[src/rtl/irq_vec_pkg.sv]
package irq_vec_pkg;

  typedef enum logic [1:0] {
    SRC_RST = 2'd0,
    SRC_ABT = 2'd1,
    SRC_NMI = 2'd2,
    SRC_IRQ = 2'd3
  } irq_src_e;

  localparam logic [7:0] VEC_BANK = 8'h00;

  // low-byte location of each vector in bank zero
  function automatic logic [15:0] vec_base(irq_src_e src, logic emu);
    case (src)
      SRC_RST: return 16'hFFFC;
      SRC_ABT: return emu ? 16'hFFF8 : 16'hFFE8;
      SRC_NMI: return emu ? 16'hFFFA : 16'hFFEA;
      default: return emu ? 16'hFFFE : 16'hFFEE;
    endcase
  endfunction

endpackage

[src/rtl/irq_req_sync.sv]
module irq_req_sync #(
  parameter int WIDTH  = 4,
  parameter int STAGES = 2
) (
  input  logic             clk,
  input  logic             rst,
  input  logic [WIDTH-1:0] d_i,
  output logic [WIDTH-1:0] q_o
);

  logic [STAGES-1:0][WIDTH-1:0] stg;

  // requests are active low, so the idle value is all ones
  always_ff @(posedge clk) begin
    if (rst) begin
      stg <= '1;
    end else begin
      stg[0] <= d_i;
      for (int k = 1; k < STAGES; k++) stg[k] <= stg[k-1];
    end
  end

  assign q_o = stg[STAGES-1];

endmodule

[src/rtl/irq_arbiter.sv]
module irq_arbiter
  import irq_vec_pkg::*;
(
  input  logic     clk,
  input  logic     rst,
  input  logic     res_s,
  input  logic     abt_s,
  input  logic     nmi_s,
  input  logic     irq_s,
  input  logic     i_flag_i,
  input  logic     take_i,
  input  irq_src_e take_src_i,
  input  logic     abt_clr_i,
  output logic     abt_pend_o,
  output logic     win_valid_o,
  output irq_src_e win_src_o
);

  logic res_pend, nmi_pend, nmi_prev, nmi_fall;

  assign nmi_fall = nmi_prev & ~nmi_s;

  always_ff @(posedge clk) begin
    if (rst) begin
      res_pend   <= 1'b0;
      abt_pend_o <= 1'b0;
      nmi_pend   <= 1'b0;
      nmi_prev   <= 1'b1;
    end else begin
      nmi_prev <= nmi_s;
      if (!res_s) begin
        res_pend   <= 1'b1;
        abt_pend_o <= 1'b0;
        nmi_pend   <= 1'b0;
      end else begin
        if (take_i && take_src_i == SRC_RST) res_pend <= 1'b0;
        if (abt_clr_i)   abt_pend_o <= 1'b0;
        else if (!abt_s) abt_pend_o <= 1'b1;
        if (nmi_fall)    nmi_pend <= 1'b1;
        else if (take_i && take_src_i == SRC_NMI) nmi_pend <= 1'b0;
      end
    end
  end

  // fixed priority: reset, abort, nmi, irq
  always_comb begin
    win_valid_o = 1'b1;
    win_src_o   = SRC_IRQ;
    if (res_pend && res_s)      win_src_o = SRC_RST;
    else if (abt_pend_o)        win_src_o = SRC_ABT;
    else if (nmi_pend)          win_src_o = SRC_NMI;
    else if (!irq_s && !i_flag_i) win_src_o = SRC_IRQ;
    else                        win_valid_o = 1'b0;
  end

  p_nmi_once_r7: assert property (@(posedge clk) disable iff (rst)
    (res_s && take_i && take_src_i == SRC_NMI && !nmi_fall) |=> !nmi_pend);

  p_abort_latch_r9: assert property (@(posedge clk) disable iff (rst)
    (res_s && !abt_s && !abt_clr_i) |=> abt_pend_o);

endmodule

[src/rtl/irq_seq_fsm.sv]
module irq_seq_fsm
  import irq_vec_pkg::*;
#(
  parameter int SEQ_LEN = 7
) (
  input  logic        clk,
  input  logic        rst,
  input  logic        res_s,
  input  logic        irq_s,
  input  logic        i_flag_i,
  input  logic        e_flag_i,
  input  logic        boundary_i,
  input  logic        wai_i,
  input  logic        win_valid_i,
  input  irq_src_e    win_src_i,
  output logic        take_o,
  output logic        abt_clr_o,
  output logic [23:0] vec_addr_o,
  output logic        vec_pull_n_o,
  output logic        seq_busy_o,
  output logic [1:0]  seq_src_o,
  output logic        set_i_o,
  output logic        clr_d_o,
  output logic        pbr_clr_o,
  output logic        dbr_clr_o,
  output logic        save_pbr_o,
  output logic        restart_op_o,
  output logic        ready_o,
  output logic        resume_o
);

  localparam int CW = (SEQ_LEN > 2) ? $clog2(SEQ_LEN) : 2;
  localparam logic [CW-1:0] LAST = CW'(SEQ_LEN - 1);
  localparam logic [CW-1:0] PULL = CW'(SEQ_LEN - 2);

  logic          busy, emu_q, waiting, wake;
  logic [CW-1:0] cnt;
  irq_src_e      src_q;
  logic          in_pull, first;
  logic [15:0]   addr_lo;

  assign take_o = res_s && !busy && win_valid_i &&
                  (win_src_i == SRC_RST || boundary_i || waiting);
  assign wake   = waiting && res_s && !irq_s && i_flag_i && !win_valid_i;

  always_ff @(posedge clk) begin
    if (rst) begin
      busy     <= 1'b0;
      cnt      <= '0;
      src_q    <= SRC_RST;
      emu_q    <= 1'b0;
      waiting  <= 1'b0;
      resume_o <= 1'b0;
    end else begin
      resume_o <= wake;
      if (!res_s) begin
        busy    <= 1'b0;
        cnt     <= '0;
        waiting <= 1'b0;
      end else begin
        if (take_o) begin
          busy  <= 1'b1;
          cnt   <= '0;
          src_q <= win_src_i;
          emu_q <= e_flag_i;
        end else if (busy) begin
          if (cnt == LAST) begin
            busy <= 1'b0;
            cnt  <= '0;
          end else begin
            cnt <= cnt + 1'b1;
          end
        end
        if (take_o || wake)       waiting <= 1'b0;
        else if (wai_i && !busy)  waiting <= 1'b1;
      end
    end
  end

  assign in_pull   = busy && (cnt >= PULL);
  assign first     = busy && (cnt == '0);
  assign addr_lo   = vec_base(src_q, emu_q) + {15'd0, cnt == LAST};
  assign abt_clr_o = busy && (cnt == CW'(1)) && (src_q == SRC_ABT);

  assign vec_addr_o   = in_pull ? {VEC_BANK, addr_lo} : 24'h0;
  assign vec_pull_n_o = ~in_pull;
  assign seq_busy_o   = busy;
  assign seq_src_o    = busy ? src_q : 2'd0;
  assign set_i_o      = first;
  assign clr_d_o      = first;
  assign pbr_clr_o    = first;
  assign dbr_clr_o    = first && (emu_q || src_q == SRC_RST);
  assign save_pbr_o   = first && !emu_q && src_q != SRC_RST;
  assign restart_op_o = busy && src_q == SRC_ABT;
  assign ready_o      = ~waiting;

  p_pull_pair_r4: assert property (@(posedge clk) disable iff (rst || !res_s)
    $fell(vec_pull_n_o) |=> !vec_pull_n_o);

  p_pull_end_r4: assert property (@(posedge clk) disable iff (rst || !res_s)
    (!vec_pull_n_o && $past(!vec_pull_n_o)) |=> vec_pull_n_o);

  p_vec_bank_r2: assert property (@(posedge clk) disable iff (rst)
    !vec_pull_n_o |-> vec_addr_o[23:8] == 16'h00FF);

  p_fx_once_r8: assert property (@(posedge clk) disable iff (rst)
    set_i_o |=> !set_i_o);

endmodule

[src/rtl/irq_vec_seq.sv]
module irq_vec_seq
  import irq_vec_pkg::*;
#(
  parameter int SEQ_LEN     = 7,
  parameter int SYNC_STAGES = 2
) (
  input  logic        clk,
  input  logic        rst,
  input  logic        res_n_i,
  input  logic        abort_n_i,
  input  logic        nmi_n_i,
  input  logic        irq_n_i,
  input  logic        i_flag_i,
  input  logic        e_flag_i,
  input  logic        boundary_i,
  input  logic        wai_i,
  output logic [23:0] vec_addr_o,
  output logic        vec_pull_n_o,
  output logic        seq_busy_o,
  output logic [1:0]  seq_src_o,
  output logic        set_i_o,
  output logic        clr_d_o,
  output logic        pbr_clr_o,
  output logic        dbr_clr_o,
  output logic        save_pbr_o,
  output logic        restart_op_o,
  output logic        cancel_o,
  output logic        ready_o,
  output logic        resume_o
);

  logic [3:0] raw, syn;
  logic       take, abt_clr, win_valid;
  irq_src_e   win_src;

  assign raw = {irq_n_i, nmi_n_i, abort_n_i, res_n_i};

  irq_req_sync #(.WIDTH(4), .STAGES(SYNC_STAGES)) u_sync (
    .clk(clk), .rst(rst), .d_i(raw), .q_o(syn)
  );

  irq_arbiter u_arb (
    .clk(clk), .rst(rst),
    .res_s(syn[0]), .abt_s(syn[1]), .nmi_s(syn[2]), .irq_s(syn[3]),
    .i_flag_i(i_flag_i), .take_i(take), .take_src_i(win_src),
    .abt_clr_i(abt_clr), .abt_pend_o(cancel_o),
    .win_valid_o(win_valid), .win_src_o(win_src)
  );

  irq_seq_fsm #(.SEQ_LEN(SEQ_LEN)) u_seq (
    .clk(clk), .rst(rst), .res_s(syn[0]), .irq_s(syn[3]),
    .i_flag_i(i_flag_i), .e_flag_i(e_flag_i), .boundary_i(boundary_i),
    .wai_i(wai_i), .win_valid_i(win_valid), .win_src_i(win_src),
    .take_o(take), .abt_clr_o(abt_clr),
    .vec_addr_o(vec_addr_o), .vec_pull_n_o(vec_pull_n_o),
    .seq_busy_o(seq_busy_o), .seq_src_o(seq_src_o),
    .set_i_o(set_i_o), .clr_d_o(clr_d_o), .pbr_clr_o(pbr_clr_o),
    .dbr_clr_o(dbr_clr_o), .save_pbr_o(save_pbr_o),
    .restart_op_o(restart_op_o), .ready_o(ready_o), .resume_o(resume_o)
  );

  p_irq_unmasked_r6: assert property (@(posedge clk) disable iff (rst)
    (take && win_src == SRC_IRQ) |-> !i_flag_i);

  p_resume_ready_r10: assert property (@(posedge clk) disable iff (rst)
    resume_o |-> (ready_o && !seq_busy_o));

  p_cancel_restart_r9: assert property (@(posedge clk) disable iff (rst)
    (restart_op_o && !vec_pull_n_o) |-> !$past(set_i_o));

endmodule

[config.mk]
export PLATFORM = sky130hd
export DESIGN_NAME = irq_vec_seq
export DESIGN_NICKNAME = d
export VERILOG_FILES = /design/src/rtl/irq_vec_pkg.sv /design/src/rtl/irq_req_sync.sv /design/src/rtl/irq_arbiter.sv /design/src/rtl/irq_seq_fsm.sv /design/src/rtl/irq_vec_seq.sv
export SDC_FILE = /design/constraint.sdc
export NUM_CORES = 1
export LEC_CHECK = 0
export BUFFER_PORTS_ARGS = -buffer_cell sky130_fd_sc_hd__buf_2
export CAP_MARGIN = 25
export CORE_UTILIZATION = 47
export CTS_CLUSTER_SIZE = 12
export DETAILED_ROUTE_END_ITERATION = 16
export GPL_ROUTABILITY_DRIVEN = 0
export PLACE_DENSITY = 0.82
export REMOVE_ABC_BUFFERS = 1
export SYNTH_ARGS = -nofsm -noshare
export SYNTH_HDL_FRONTEND = slang
export SYNTH_SLANG_ARGS = --single-unit
[constraint.sdc]
create_clock -name clk -period 2.1 [get_ports clk]
set_clock_uncertainty 0.1 [all_clocks]
set_input_delay 0 -clock clk [delete_from_list [all_inputs] [get_ports clk]]
set_output_delay 0 -clock clk [all_outputs]
set_load 0.005 [all_outputs]
---- After elaboration in Yosys (flattened, before gate mapping) ----
Cells that the tools add are included.
word-level totals
  register bits after elaboration ......... 21
  input port bits ......................... 10
  output and inout bits ................... 37
cells by class
  bitwise gates (word level) .............. 5
  equality and inequality tests ........... 6
  $lt $le $gt $ge ......................... 1
  mux-type cells .......................... 21
  reductions and logical operators ........ 39
  $add $sub $neg .......................... 2
operator list
  operator             count
  $pmux 16 s3          1
  $logic_and 1x1->1    20
  $add 16x1->16        1
  $mux 16              1
  $mux 5               3
  $mux 1               12
  $reduce_or 3->1      3
  $mux 2               3
  $logic_not 1->1      5
  $eq 2x2->1 const B   2
  $logic_not 2->1      2
  $logic_or 1x1->1     4
  $not 1->1            4
  $reduce_bool 2->1    2
  $add 3x1->3 const B  1
  $eq 3x1->1 const B   1
  $eq 3x3->1 const B   1
  $ge 3x3->1 const B   1
  $logic_not 3->1      1
  $mux 3               1
  $eq 2x1->1 const B   1
  $ne 2x1->1 const B   1
  $reduce_and 2->1     1
  $reduce_or 2->1      1
  $and 1x1->1          1

---- Longest topological paths before layout ----
Gate-level depths: netlist of run 1.
  depth after elaboration ................. 11
  gate-level depth with buffers ........... 4

---- Modules after synthesis ----
A second synthesis of run 1 with hierarchy kept.
unflattened totals
  cells, all modules ...................... 133
  area, all modules ....................... 1157.4 um2
by module, submodules not included
  module        cells an instance  times used  seq. area each (um2)  area each (um2)
  irq_seq_fsm   93                 1           180.2                 745.7
  irq_req_sync  20                 1           160.2                 240.2
  irq_arbiter   20                 1           80.1                  171.4

---- Worst setup path before layout of run 1 ----
Ideal clock, no wire load.
  path kind ............................... reg-to-reg
  from .................................... register u_sync.stg (netlist bit u_sync.q_o[3])
  to ...................................... register u_seq.emu_q
  arrival time ............................ 1.284 ns
  stages on the path, launching flop included .. 4
  library setup time ...................... 0.072 ns
  slack ................................... 0.644 ns
  path through ............................ dfxtp_1 > or2_4 > a2111oi_4 > mux2i_1
between the ends
  word-level cells in the longest chain between the ends .. 9
ends and longest elaborated chain
  item                               line                RTL
  start: declaration                 irq_req_sync.sv:11  logic [STAGES-1:0][WIDTH-1:0] stg;
  $logic_not 1->1                    irq_arbiter.sv:52   else if (!irq_s && !i_flag_i) win_src_o = SRC_IRQ;
  $logic_and 1x1->1                  irq_arbiter.sv:52
  $mux 1                             irq_arbiter.sv:52
  $mux 1                             irq_arbiter.sv:51   else if (nmi_pend) win_src_o = SRC_NMI;
  $mux 1                             irq_arbiter.sv:50   else if (abt_pend_o) win_src_o = SRC_ABT;
  $mux 1                             irq_arbiter.sv:49   if (res_pend && res_s) win_src_o = SRC_RST;
  $logic_and 1x1->1 (2 in a row)     irq_seq_fsm.sv:42   assign take_o = res_s && !busy && win_valid_i &&
  $reduce_and 2->1 (no source line)  --
  end signal: assignment             irq_seq_fsm.sv:65   emu_q <= e_flag_i;
  end: declaration                   irq_seq_fsm.sv:36   logic busy, emu_q, waiting, wake;
No other way between the ends.
A chain may end at the register's enable or synchronous reset.

---- Worst setup path after layout of run 1 ----
  from .................................... register u_seq.busy (netlist: u_seq.seq_busy_o)
  to ...................................... output port vec_addr_o[13]
between the ends
  word-level cells in the longest chain between the ends .. 2
ends and longest elaborated chain
  item                      line               RTL
  start: declaration        irq_seq_fsm.sv:36
  start signal: assignment  irq_seq_fsm.sv:48  busy <= 1'b0;
  start signal: assignment  irq_seq_fsm.sv:57  busy <= 1'b0;
  start signal: assignment  irq_seq_fsm.sv:62  busy <= 1'b1;
  $logic_and 1x1->1         irq_seq_fsm.sv:80  assign in_pull = busy && (cnt >= PULL);
  $mux 16                   irq_seq_fsm.sv:85  assign vec_addr_o = in_pull ? {VEC_BANK, addr_lo} : 24'h0;
  end: declaration          irq_vec_seq.sv:17  output logic [23:0] vec_addr_o,
No other way between the ends.

==> results.toml, run 1 <==
[run_status]
outcome = "completed"

[power_and_ir_drop]
power.net_switching_w = 0.000213
intPower_w = 0.000565
peakVddDrop_mv = 0.553
seqPwrFrac = 0.573
combPwrFrac = 0.178
p_leak_nw = 0.647
powerDensity_nw_per_um2 = 593
clock_power_share = 0.249
switching_share = 0.274
finalPower_w = 0.000778

[job]
cap_violations = 0

[clocking]
cts-root-buf = "clkbuf_4"
post_cts_buffers = 0
clk_pin_slew_ps = 120
cts.sinks = 21
worst_skew_pair.late_latency_ps = 310
holdBufCountCts = 9
numCtsBuffers = 3
clk_path_buf_depth = 2
postCtsResizedCells = 0
cts_max_level = 1
cts_tree = "built"

[place]
port_buffers = 38
hpwl_um = 1580

[synthesis]
synth_seq_cells = 21
synth_top_cell_by_area = "dfxtp_1"
ys_top_cells_by_count = "22 x buf_4, 21 x dfxtp_1, 10 x or2_2"
ys_seq_area_frac = 0.375
ys.flop_type = "dfxtp_1"
yosys-top-cells-area = "dfxtp_1 38%, buf_4 15%, or2_2 5.6%, ha_1 4.5%, nand2b_1 3.9%"
syn_area_um2 = 1120
synth_edf_count = 0
ys_types = 35
synth-async-reset-ratio = 0
synth_top_area_share = 0.375
synth_warnings = 0
netlist_instances = 123
syn_area_per_cell_um2 = 9.11
yosysMostFrequentCell = "buf_4"

[route]
wl_per_cell_um = 11.3
ant_nets = 0
initialDrtViolationCount = 22
drc = 0
firstDrtPassIters = 4
vias_per_cell = 4.90
routed_wirelength_um = 2080
vias = 901

[timing]
finalHoldViolations = 0
grt_setup_unrepaired = "no"
fin_crit_ps = 1790
period_share = 0.853
max_freq_mhz = 559
fin_setup_tns_ps = 0
holdWs_ps = 49.5
relSlewSlack = 0.591
setup_viol = 0
worstMarginPinSlew_ps = 613
slew_violations = 0

[critical_path]
arrival_ps = 1690
cpPeakStageDelay_ps = 620
slowest_stage = "dfxtp_1"
cp-end-kind = "output pin"
path_class = "reg -> out"
cp.required_ps = 2000
worstPathCellList = "o211ai_1 > inv_1 > buf_2"
cp-start-kind = "register"
r2r_slack_ps = 440
crit_fanout = 14

[layout]
fillers = 218
layout-drive-gt1-share = 0.353
nets = 171
antenna_cells = 0
syn_to_final_growth_pct = 17.1

[die]
initial_core_util = 0.502
rows = 17
io_pins = 47
die-area_um2 = 2580
core_area_um2 = 2230
die_width_um = 50.8
die_h_um = 50.8

[grt]
grt_antenna_before_repair = 0
grt_pass1_wl_um = 3500
grt_pass1_vias = 831
grt_max_degree = 20
grt_overflow = 0
grt_usage = 0.178

[worst_hold_path]
min_path_type = "in -> reg"
[sequential cells by signal, indices dropped and copies added, names as in the netlist, 2 cells and up]
name and cells:
u_sync.q_o 4, u_sync.stg 4, u_seq.src_q 2, u_seq.cnt 3
[power by group through the flow]
stage | clock network [W] | registers (W) | logic, W
6_report | 0.000194 | 0.000446 | 0.000139
2_1_floorplan | 0 | 0.000449 | 0.0000867
3_3_place_gp | 0 | 0.000453 | 0.000122
4_1_cts | 0.000196 | 0.000446 | 0.000139
3_5_place_dp | 0 | 0.000455 | 0.000126
5_1_grt | 0.000209 | 0.000450 | 0.000158
[layout by cell type (no fill, tap or decap), drive strengths merged, types with 2 or more instances in the layout]
master	n
buf	38
dfxtp	21
or2	11
nor2	9
dlygate4sd3	9
inv	8
conb	8
nand2b	7
nor3	4
ha	4
clkbuf	4
nand2	3
a21oi	3
mux2i	3
a211oi	3
nor2b	2
nand3b	2
a2111oi	2
[worst paths after layout]
check,startpoint,to,cells after the start
hold reg to reg,u_sync.stg[3],u_sync.q_o[3],1
setup reg to reg,u_sync.q_o[0],u_seq.src_q[1],3
setup / recovery,u_seq.seq_busy_o,vec_addr_o[13],3
hold / removal,i_flag_i,u_seq.resume_o,3
[final cells by class]
| class | instances | area, um2 | area share |
|---|---|---|---|
| Clock buffer | 4 | 26.3 | 0.0200 |
| Tap cell | 28 | 35.0 | 0.0267 |
| Multi-Input combinational cell | 76 | 520 | 0.397 |
| Sequential cell | 21 | 420 | 0.320 |
| Timing Repair Buffer | 47 | 280 | 0.214 |
| Inverter | 8 | 30.0 | 0.0229 |
[worst max-delay path, delay by kind of cell (launching register included)]
family                 cells  cell delay (ps)
flip-flops                 1              620
buffers and inverters      2              480
AO/OA/AOI/OAI              1              290
[per-stage QoR]
step	setup slack [ps]	util	instances	instance area, um2
detailed placement	483	0.536	171	1200
global placement	571	0.536	171	1200
finish	310	0.588	184	1310
CTS	306	0.588	184	1310
floorplan	644	-	105	971
global route	163	0.588	184	1310
[routing by layer]
layer	global-route usage	vias to the layer above	wire length, um
li1	-	447	-
met1	0.212	427	931
met2	0.316	23	1050
met3	0.0268	4	74
met4	0.0787	0	29
met5	0	-	0
[cells by family after synthesis]
| kind of cell | Yosys count | synth area share |
|---|---|---|
| and+or+nand+nor | 43 | 0.221 |
| buffers and inverters | 33 | 0.184 |
| DFF | 21 | 0.375 |
| AOI/OAI and AO/OA | 18 | 0.145 |
| adders and majority gates | 4 | 0.0446 |
| muxes | 3 | 0.0268 |
| other | 1 | 0.00335 |
(Power assumes the default switching activity.)
==> inputs of run 2 (changes only) <==
--- a/config.mk
+++ b/config.mk
@@ -7,11 +7,12 @@
 export LEC_CHECK = 0
 export BUFFER_PORTS_ARGS = -buffer_cell sky130_fd_sc_hd__buf_2
 export CAP_MARGIN = 25
-export CORE_UTILIZATION = 47
+export CORE_ASPECT_RATIO = 0.7
+export CORE_UTILIZATION = 30
 export CTS_CLUSTER_SIZE = 12
 export DETAILED_ROUTE_END_ITERATION = 16
 export GPL_ROUTABILITY_DRIVEN = 0
-export PLACE_DENSITY = 0.82
+export PLACE_DENSITY = 0.57
 export REMOVE_ABC_BUFFERS = 1
 export SYNTH_ARGS = -nofsm -noshare
 export SYNTH_HDL_FRONTEND = slang
==> constraint.sdc (replaced) <==
create_clock -name clk -period 2.2 [get_ports clk]
set_clock_uncertainty 0.1 [all_clocks]
set_input_delay 0 -clock clk [delete_from_list [all_inputs] [get_ports clk]]
set_output_delay 0 -clock clk [all_outputs]
set_load 0.005 [all_outputs]
==> run 2 against run 1 <==
  * Global-route usage is 6.6 points lower
  * Critical path depth stayed put
  * Hold slack worse by 25 ps
  * First-iteration DRC count is 45% higher
  * Worst setup slack better by 220 ps
  * Combinational power is 9% lower
  * Register-to-register slack better by 120 ps
  * Critical endpoint is now vec_addr_o[15]
  * Power is 2.8% higher
==> results.toml, run 2 (synthesized netlist as in run 1, its figures left out) <==
[clocking]
cts.sinks = 21
holdBufCountCts = 5
numCtsBuffers = 3
postCtsResizedCells = 0
clk_pin_slew_ps = 70
worst_skew_pair.late_latency_ps = 260
post_cts_buffers = 0
clk_path_buf_depth = 2
cts_tree = "built"
cts_max_level = 1
cts-root-buf = "clkbuf_8"

[power_and_ir_drop]
peakVddDrop_mv = 0.352
p_leak_nw = 0.641
powerDensity_nw_per_um2 = 607

[timing]
fin_crit_ps = 1670
worstMarginPinSlew_ps = 585
setup_viol = 0
grt_setup_unrepaired = "no"
finalWorstSetupSlack_ps = 529
max_freq_mhz = 598
finalHoldViolations = 0
period_share = 0.760
relSlewSlack = 0.610
slew_violations = 0
fin_setup_tns_ps = 0

[grt]
grt_max_degree = 20
grt_pass1_wl_um = 3280
grt_overflow = 0
grt_antenna_before_repair = 0
grt_pass1_vias = 739
grt_usage = 0.113

[critical_path]
critical_path.top_delay_family = "flip-flops"
reg2reg_from = "u_sync.q_o[3]"
arrival_ps = 1570
critPathLaunch = "u_seq.seq_busy_o"
worstPathCellList = "o211ai_1 > inv_1 > buf_2"
critical_path_depth = 3
cp-start-kind = "register"
cpPeakStageDelay_ps = 610
slowest_stage = "dfxtp_1"
cp-end-kind = "output pin"
crit_fanout = 14
crit_buf_inv = 2
cp.required_ps = 2100
r2r_cells = 3
path_class = "reg -> out"

[route]
ant_nets = 0
drc = 0
vias_per_cell = 4.20
wl_per_cell_um = 10.1
initialDrtViolationCount = 32
firstDrtPassIters = 4
routed_wirelength_um = 2050
vias = 848

[layout]
fin_cells = 202
layout-drive-gt1-share = 0.362
final_core_util = 0.371
syn_to_final_growth_pct = 17.6
nets = 167
antenna_cells = 0
final_common_cell = "buf_2"
final_cell_mix = "38 x buf_2, 21 x dfxtp_1, 10 x or2_2"
fin_area_um2 = 1320

[place]
placed_cells = 193
port_buffers = 38
pre_cts_ws_ps = 590
place_area_um2 = 1220
hpwl_um = 1560

[die]
die-area_um2 = 3990
io_pins = 47
die_width_um = 75.1
initial_core_util = 0.315
rows = 18
die_h_um = 53.1
core_area_um2 = 3560

[job]
cap_violations = 0

[worst_hold_path]
min_path_type = "in -> reg"
holdCritStartpoint = "wai_i"
hold_depth = 3

[run_status]
outcome = "completed"
-- run 2: cell count changes in the layout (fill, tap and decap cells not counted) --
cell | before | now
dlygate4sd3_1 | 9 | 5
clkbuf_8 | 0 | 3
clkbuf_4 | 3 | 0
-- run 2: final cells by class --
type | instances | area, um2
Inverter | 8 | 30.0
Fill cell | 386 | 2240
Timing Repair Buffer | 43 | 240
Tap cell | 50 | 62.6
Multi-Input combinational cell | 76 | 520
Clock buffer | 4 | 45.0
Sequential cell | 21 | 420
-- run 2: final timing paths --
check	slack, ps	endpoint
worst max-delay path	530	vec_addr_o[15]
worst min-delay path	20	u_seq.waiting
worst max register to register	560	u_arb.res_pend
worst min register to register	310	u_sync.q_o[2]
-- run 2: layer usage --
| layer | routed length, um | vias up | part of all wire | global-route usage |
|---|---|---|---|---|
| met1 | 990 | 391 | 0.48 | 0.136 |
| met3 | 93 | 2 | 0.045 | 0.0362 |
| met2 | 956 | 17 | 0.47 | 0.194 |
| li1 | - | 438 | - | - |
| met4 | 9 | 0 | 0.0044 | 0.0283 |
| met5 | 0 | - | 0 | 0 |
-- run 2: power breakdown --
part / switching (W) / internal, W / total, W
sequential: 0.0000243 / 0.000402 / 0.000426
clock: 0.000119 / 0.000129 / 0.000247
combinational: 0.0000638 / 0.0000628 / 0.000127
-- run 2: per-stage QoR --
step                      hold WS [ps]  total power (W)
after CTS                         19.0         0.000811
final                             24.9         0.000800
after detailed placement          86.6         0.000555
after global routing              34.6         0.000848
after floorplan                   3.81         0.000511
after global placement            83.4         0.000551
-- run 2: worst register-to-register path, stage by stage (launching register included) --
cell and delay [ps]:
dfxtp_1 320, or2_4 260, a2111oi_4 610, o22ai_1 190
